$ cat src/rtl/nor_seq_pkg.sv
package nor_seq_pkg;

   typedef enum logic [1:0] {
      OP_READ = 2'd0,
      OP_PROG = 2'd1,
      OP_SECT = 2'd2,
      OP_CHIP = 2'd3
   } nor_op_e;

   typedef enum logic [1:0] {
      PH_IDLE,
      PH_STROBE,
      PH_RECOVER
   } bus_phase_e;

   typedef enum logic [1:0] {
      S_IDLE,
      S_CMD,
      S_POLL,
      S_ABORT
   } seq_state_e;

   localparam int UNLK_W = 15;
   localparam logic [UNLK_W-1:0] UNLK_HI = 15'h5555;
   localparam logic [UNLK_W-1:0] UNLK_LO = 15'h2AAA;
   localparam logic [7:0] RESET_CMD = 8'hF0;

   typedef struct packed {
      logic              use_tgt;
      logic [UNLK_W-1:0] addr;
      logic [7:0]        data;
   } seq_step_t;

   // One command bus cycle of the unlock/command sequence for a given step.
   function automatic seq_step_t seq_step(nor_op_e op, logic [2:0] idx, logic [7:0] wd);
      seq_step_t s;
      s.use_tgt = 1'b0;
      s.addr    = UNLK_HI;
      s.data    = 8'hAA;
      case (idx)
         3'd0: ;
         3'd1: begin s.addr = UNLK_LO; s.data = 8'h55; end
         3'd2: s.data = (op == OP_PROG) ? 8'hA0 : 8'h80;
         3'd3: if (op == OP_PROG) begin s.use_tgt = 1'b1; s.data = wd; end
         3'd4: begin s.addr = UNLK_LO; s.data = 8'h55; end
         default: begin
            if (op == OP_SECT) begin s.use_tgt = 1'b1; s.data = 8'h30; end
            else s.data = 8'h10;
         end
      endcase
      return s;
   endfunction

endpackage

$ cat src/rtl/nor_bus_cycle.sv
module nor_bus_cycle
   import nor_seq_pkg::*;
#(
   parameter int AW      = 19,
   parameter int T_WE_LO = 4,
   parameter int T_GAP   = 2,
   parameter int T_RD    = 5
) (
   input  logic          clk,
   input  logic          rst_n,
   input  logic          start,
   input  logic          rd,
   input  logic [AW-1:0] addr_in,
   input  logic [7:0]    wdata,
   input  logic [7:0]    dq_in,
   output logic          cyc_done,
   output logic [7:0]    rdata,
   output logic [AW-1:0] fl_addr,
   output logic [7:0]    fl_dq_out,
   output logic          fl_dq_oe,
   output logic          fl_cs_n,
   output logic          fl_we_n,
   output logic          fl_oe_n
);
   localparam int MAXL = (T_WE_LO > T_RD) ? ((T_WE_LO > T_GAP) ? T_WE_LO : T_GAP)
                                          : ((T_RD > T_GAP) ? T_RD : T_GAP);
   localparam int CW = $clog2(MAXL + 1);
   localparam logic [CW-1:0] WR_LAST  = CW'(T_WE_LO - 1);
   localparam logic [CW-1:0] RD_LAST  = CW'(T_RD - 1);
   localparam logic [CW-1:0] GAP_LAST = CW'(T_GAP - 1);

   if (T_WE_LO < 1) begin : g_bad_wlo
      $error("T_WE_LO must be at least 1");
   end
   if (T_GAP < 1) begin : g_bad_gap
      $error("T_GAP must be at least 1");
   end
   if (T_RD < 1) begin : g_bad_rd
      $error("T_RD must be at least 1");
   end

   bus_phase_e    ph;
   logic [CW-1:0] cnt;
   logic          rd_q;
   logic [CW-1:0] stb_last;

   assign stb_last = rd_q ? RD_LAST : WR_LAST;

   always_ff @(posedge clk or negedge rst_n) begin
      if (!rst_n) begin
         ph        <= PH_IDLE;
         cnt       <= '0;
         rd_q      <= 1'b0;
         fl_addr   <= '0;
         fl_dq_out <= '0;
         rdata     <= '0;
         cyc_done  <= 1'b0;
      end else begin
         cyc_done <= 1'b0;
         case (ph)
            PH_IDLE: if (start) begin
               ph        <= PH_STROBE;
               cnt       <= '0;
               rd_q      <= rd;
               fl_addr   <= addr_in;
               fl_dq_out <= wdata;
            end
            PH_STROBE: begin
               if (cnt == stb_last) begin
                  ph  <= PH_RECOVER;
                  cnt <= '0;
                  if (rd_q) rdata <= dq_in;
               end else begin
                  cnt <= cnt + 1'b1;
               end
            end
            default: begin
               if (cnt == GAP_LAST) begin
                  ph       <= PH_IDLE;
                  cyc_done <= 1'b1;
               end else begin
                  cnt <= cnt + 1'b1;
               end
            end
         endcase
      end
   end

   assign fl_cs_n  = !((ph == PH_STROBE) || ((ph == PH_RECOVER) && !rd_q));
   assign fl_we_n  = !((ph == PH_STROBE) && !rd_q);
   assign fl_oe_n  = !((ph == PH_STROBE) && rd_q);
   assign fl_dq_oe = (ph != PH_IDLE) && !rd_q;

   // Checker-side counter of consecutive write-enable low clocks.
   logic [CW:0] we_lo_run;
   always_ff @(posedge clk or negedge rst_n) begin
      if (!rst_n) we_lo_run <= '0;
      else if (!fl_we_n) we_lo_run <= we_lo_run + 1'b1;
      else we_lo_run <= '0;
   end

   AST_WE_WIDTH: assert property (@(posedge clk) disable iff (!rst_n)
      $rose(fl_we_n) |-> (we_lo_run == (CW+1)'(T_WE_LO)));
   AST_WR_STABLE: assert property (@(posedge clk) disable iff (!rst_n)
      (!fl_we_n && $past(!fl_we_n)) |-> ($stable(fl_addr) && $stable(fl_dq_out)));
   AST_STROBE_EXCL: assert property (@(posedge clk) disable iff (!rst_n)
      !(!fl_we_n && !fl_oe_n));
   AST_NO_CONTENTION: assert property (@(posedge clk) disable iff (!rst_n)
      !fl_oe_n |-> !fl_dq_oe);

endmodule

$ cat src/rtl/nor_poll_timer.sv
module nor_poll_timer #(
   parameter int unsigned LIMIT = 32'd1_600_000_000
) (
   input  logic clk,
   input  logic rst_n,
   input  logic run,
   output logic expired
);
   localparam int TW = $clog2(LIMIT + 1);

   if (LIMIT < 1) begin : g_bad_limit
      $error("LIMIT must be at least 1");
   end

   logic [TW-1:0] cnt;

   always_ff @(posedge clk or negedge rst_n) begin
      if (!rst_n) cnt <= '0;
      else if (!run) cnt <= '0;
      else if (!expired) cnt <= cnt + 1'b1;
   end

   assign expired = (cnt == TW'(LIMIT));

   AST_NO_OVERFLOW: assert property (@(posedge clk) disable iff (!rst_n)
      (run && expired) |=> (expired || !$past(run)));

endmodule

$ cat src/rtl/nor_cmd_seq.sv
module nor_cmd_seq
   import nor_seq_pkg::*;
#(
   parameter int          AW          = 19,
   parameter int          T_WE_LO     = 4,
   parameter int          T_GAP       = 2,
   parameter int          T_RD        = 7,
   parameter int unsigned TIMEOUT_CYC = 32'd1_600_000_000
) (
   input  logic          clk,
   input  logic          rst_n,
   input  logic          req_valid,
   input  logic [1:0]    req_op,
   input  logic [AW-1:0] req_addr,
   input  logic [7:0]    req_data,
   output logic          busy,
   output logic          done,
   output logic          error,
   output logic [7:0]    rd_data,
   output logic [AW-1:0] fl_addr,
   output logic [7:0]    fl_dq_out,
   output logic          fl_dq_oe,
   input  logic [7:0]    fl_dq_in,
   output logic          fl_cs_n,
   output logic          fl_we_n,
   output logic          fl_oe_n
);
   if (AW < UNLK_W) begin : g_bad_aw
      $error("AW must cover the unlock addresses");
   end

   seq_state_e    st;
   nor_op_e       op_q;
   logic [AW-1:0] addr_q;
   logic [7:0]    data_q;
   logic [2:0]    step_q;
   logic          pending;

   seq_step_t     cur;
   logic [2:0]    last_step;
   logic          start;
   logic          bus_rd;
   logic [AW-1:0] bus_addr;
   logic [7:0]    bus_wdata;
   logic          cyc_done;
   logic [7:0]    bus_rdata;
   logic          tmo_run;
   logic          tmo_hit;
   logic          exp_bit7;

   assign cur       = seq_step(op_q, step_q, data_q);
   assign last_step = (op_q == OP_PROG) ? 3'd3 : 3'd5;
   assign exp_bit7  = (op_q == OP_PROG) ? data_q[7] : 1'b1;
   assign start     = (st != S_IDLE) && !pending;
   assign bus_rd    = (st == S_POLL);
   assign tmo_run   = (st == S_POLL) && (op_q != OP_READ);

   always_comb begin
      bus_addr  = addr_q;
      bus_wdata = cur.data;
      if (st == S_CMD && !cur.use_tgt) bus_addr = AW'(cur.addr);
      if (st == S_ABORT) begin
         bus_addr  = '0;
         bus_wdata = RESET_CMD;
      end
   end

   always_ff @(posedge clk or negedge rst_n) begin
      if (!rst_n) begin
         st      <= S_IDLE;
         op_q    <= OP_READ;
         addr_q  <= '0;
         data_q  <= '0;
         step_q  <= '0;
         pending <= 1'b0;
         done    <= 1'b0;
         error   <= 1'b0;
         rd_data <= '0;
      end else begin
         done  <= 1'b0;
         error <= 1'b0;
         if (start) pending <= 1'b1;
         else if (cyc_done) pending <= 1'b0;
         case (st)
            S_IDLE: if (req_valid) begin
               op_q   <= nor_op_e'(req_op);
               addr_q <= req_addr;
               data_q <= req_data;
               step_q <= '0;
               st     <= (nor_op_e'(req_op) == OP_READ) ? S_POLL : S_CMD;
            end
            S_CMD: if (cyc_done) begin
               if (step_q == last_step) st <= S_POLL;
               else step_q <= step_q + 1'b1;
            end
            S_POLL: if (cyc_done) begin
               if (op_q == OP_READ) begin
                  rd_data <= bus_rdata;
                  done    <= 1'b1;
                  st      <= S_IDLE;
               end else if (bus_rdata[7] == exp_bit7) begin
                  done <= 1'b1;
                  st   <= S_IDLE;
               end else if (tmo_hit) begin
                  st <= S_ABORT;
               end
            end
            default: if (cyc_done) begin
               error <= 1'b1;
               st    <= S_IDLE;
            end
         endcase
      end
   end

   assign busy = (st != S_IDLE);

   nor_bus_cycle #(
      .AW(AW), .T_WE_LO(T_WE_LO), .T_GAP(T_GAP), .T_RD(T_RD)
   ) i_bus (
      .clk(clk), .rst_n(rst_n), .start(start), .rd(bus_rd),
      .addr_in(bus_addr), .wdata(bus_wdata), .dq_in(fl_dq_in),
      .cyc_done(cyc_done), .rdata(bus_rdata),
      .fl_addr(fl_addr), .fl_dq_out(fl_dq_out), .fl_dq_oe(fl_dq_oe),
      .fl_cs_n(fl_cs_n), .fl_we_n(fl_we_n), .fl_oe_n(fl_oe_n)
   );

   nor_poll_timer #(.LIMIT(TIMEOUT_CYC)) i_tmo (
      .clk(clk), .rst_n(rst_n), .run(tmo_run), .expired(tmo_hit)
   );

   AST_DONE_ERR_EXCL: assert property (@(posedge clk) disable iff (!rst_n)
      !(done && error));
   AST_DONE_PULSE: assert property (@(posedge clk) disable iff (!rst_n)
      done |=> !done);
   AST_ERR_PULSE: assert property (@(posedge clk) disable iff (!rst_n)
      error |=> !error);
   AST_ABORT_WRITE: assert property (@(posedge clk) disable iff (!rst_n)
      error |-> (fl_dq_out == RESET_CMD && fl_addr == '0));
   AST_IDLE_DESELECT: assert property (@(posedge clk) disable iff (!rst_n)
      !busy |-> fl_cs_n);

endmodule

$ cat config.mk
export PLATFORM = sky130hd
export DESIGN_NAME = nor_cmd_seq
export DESIGN_NICKNAME = d
export VERILOG_FILES = /design/src/rtl/nor_seq_pkg.sv /design/src/rtl/nor_bus_cycle.sv /design/src/rtl/nor_poll_timer.sv /design/src/rtl/nor_cmd_seq.sv
export SDC_FILE = /design/constraint.sdc
export NUM_CORES = 1
export LEC_CHECK = 0
export BUFFER_PORTS_ARGS = -buffer_cell sky130_fd_sc_hd__buf_4
export CAP_MARGIN = 20
export CORE_MARGIN = 1
export CORE_UTILIZATION = 53
export CTS_CLUSTER_DIAMETER = 100
export DETAILED_ROUTE_END_ITERATION = 7
export PLACE_DENSITY = 0.76
export RECOVER_POWER = 50
export SYNTH_ARGS = -nofsm -noshare
export SYNTH_HDL_FRONTEND = slang
export SYNTH_SLANG_ARGS = --single-unit
$ cat constraint.sdc
create_clock -name clk -period 2.68 [get_ports clk]
set_input_delay 0.268 -clock clk [delete_from_list [all_inputs] [get_ports clk]]
set_output_delay 0.268 -clock clk [all_outputs]
set_load 0.02 [all_outputs]
==> run summary <==
status: finished clean
# diodes: 0
Hold Crit Class: input port to register
worst slew pin tran: 1.20 ns
clock network power share: 0.307
CTS sink cnt: 118
CP max FO: 10
CP startpoint kind: register
RSZ-0062 raised after global routing: no
die width: 104 microns
internal power: 4.27 mW
GRT Total Usage: 0.259
Primary FF master, synth: dfrtp_1
vias in the first global route: 4,533
cts repair resizes: 0
Initial Utilization: 0.552
Seq pwr share: 0.400
remaining antenna violation count: 0
number of placement rows: 36
Iter 0 DRT Violations: 187
Slew headroom: 0.197
synth top area cells: dfrtp_1 (54%), nand2_1 (9.7%), nor2_1 (3.2%)
GPL Wtd Cong: 0.824
vias: 4,491
Slew Limit Fails: 0
cts hold-fix bufs: 38
VDD IR max: 717 uV
sw frac: 0.360
Post-synth EDFFs: 0
Max-cap violations: 0
Die Outline Area: 0.0107 sq mm
synthesis-to-layout area growth: 29.1%
initial antenna violation count: 0
post-CTS setup buffer count: 0
TritonCTS clock tree: done
Post-DP HPWL: 8420 microns
Final setup viols: 0
Num CTS Buffers: 17
combinational share of power: 0.293
Cell Area, Synth: 0.00547 sq mm
top cell type's share of synthesized area: 0.540
Max Root-Sink Buffers: 2
first-pass GRT wire length: 22,000 microns
Clock Latency Late Sink: 0.52 ns
clk slew on worst S/H paths: 0.06 ns
Fmax: 409 MHz
total grt overflow: 0
largest net degree at the start of global routing: 57
Fillers: 738
flops & latches, synth: 118
synth unique cells: 52
Leakage: 3.28 nW
Core Region: 0.00991 sq mm
Yosys top cell by area: dfrtp_1
FFs w/ async S/R, synth: 1.00
Post-route DRC: 0
Post-Synthesis Cells: 569
final hold vios: 0
part of the cycle the worst path needs: 0.913
Power per Cell Area: 945 mW/mm^2
WP data arrival: 2.84 ns
Crit Path Class: register to register
vias per cell: 5.35
Tmin final: 2.45 ns
Setup TNS: 0 ns
CP endpoint kind: register
Syn Nets: 619
Root Driver: clkbuf_8
YS warnings: 0
Worst Hold Slack: 0.287 ns
WL final: 12,900 microns
Syn Area/Cell: 9.62 sq um
Crit path required time: 3.07 ns
# H-tree levels: 4
Die Y: 104 microns
Pre-antenna DRT Iters: 4
post-synthesis sequential area ratio: 0.540
Boundary Pins: 82
skew final: 0.00895 ns
drt wl/cell: 15.4 microns
Final nets: 744
net switching power: 2.40 mW
ratio of cells with drive above 1 in the final layout: 0.170
number of buffers added on ports: 81
critical path: stages (launching register included):
cell	delay [ns]
dfrtp_1	0.43
ha_1	0.24
ha_1	0.26
and3b_1	0.25
or3_1	0.37
or2_1	0.39
o21ai_4	0.27
o21ai_1	0.11
cell families (layout without fill, tap and decap cells):
logic type      count (synthesis)  count (layout)  synth area share
simple gates                  269             269             0.230
flops                         118             118             0.540
compound gates                 86              86            0.0919
buf+inv                        38             175            0.0281
xor+xnor                       24              24            0.0384
mux                            24              24            0.0489
fa+ha+maj                      10              10            0.0229
layer usage:
layer | GRT usage | vias to the layer above | routed length (microns)
met2 | 0.425 | 117 | 6520
met3 | 0.0680 | 16 | 615
met5 | 0 | - | 0
met1 | 0.336 | 2176 | 5630
met4 | 0.0818 | 0 | 154
li1 | - | 2182 | -
layout make-up:
cell class | instances | area, sq um | area share
clock buffers | 19 | 432 | 0.0611
clock inverters | 12 | 108 | 0.0152
inverters | 17 | 63.8 | 0.00903
multi-input cells | 413 | 2360 | 0.335
flip-flops and latches | 118 | 2950 | 0.418
well taps | 133 | 166 | 0.0236
repair buffers | 127 | 977 | 0.138
worst paths after layout:
path                       depth (start not counted)  slack, ns       from               end
min reg2reg                                        1       0.47    pending           pending
min in group asynchronous                          2       0.45      rst_n        addr_q[17]
max reg2reg                                        7       0.23  step_q[0]  i_bus.fl_addr[9]
max                                                7       0.23  step_q[0]  i_bus.fl_addr[9]
max in group asynchronous                          3       0.48      rst_n  i_bus.fl_addr[6]
min                                                5       0.29  req_valid        addr_q[12]
sequential cells by signal, indices dropped and copies added (netlist names):
signal	cells
i_bus.cyc_done	1
data_q	8
addr_q	19
i_bus.rdata	8
i_bus.cnt	3
rd_data	8
i_tmo.cnt	31
st	2
i_bus.rd_q	1
done	1
op_q	2
i_bus.fl_addr	19
error	1
i_bus.fl_dq_out	8
pending	1
i_bus.ph	2
step_q	3
per-stage QoR:
step	utilization	power (mW)	instances	cell area [sq um]	worst slack, ns
floorplan	-	3.89	569	5470	0.509
global placement	0.629	4.55	770	6230	0.345
detailed placement	0.629	4.64	770	6230	0.260
CTS	0.721	6.76	839	7150	0.237
global route	0.713	7.08	839	7060	0.0633
finish	0.713	6.67	839	7060	0.234
synth_stat cells (all sizes together) (3+ instances only):
cell,number
buf,4
mux2,19
nor4,11
and3,4
o21bai,4
nor2,47
nor2b,3
dfrtp,118
nor3,12
and2,3
ha,10
nand4,9
mux2i,5
inv,17
nand2,142
xnor2,17
nand3,10
or3,10
a21oi,28
xor2,7
and4,5
o21ai,39
clkbuf,17
layout by cell type (no fill, tap or decap), types with 18 or more instances in the layout:
cell type / count
dlygate4sd3_1: 38
nand2_1: 142
clkbuf_1: 18
dfrtp_1: 118
nor2_1: 47
buf_4: 69
a21oi_1: 27
o21ai_1: 21
power by group through the flow:
stage               Combinational (mW)  Clock (mW)  Sequential [mW]
CTS                               2.02        2.08             2.67
finish                            1.95        2.05             2.67
global placement                  1.88           0             2.68
detailed placement                1.96           0             2.68
floorplan                         1.15           0             2.74
global route                      2.18        2.17             2.73
Power figures use the tool's default switching activity.
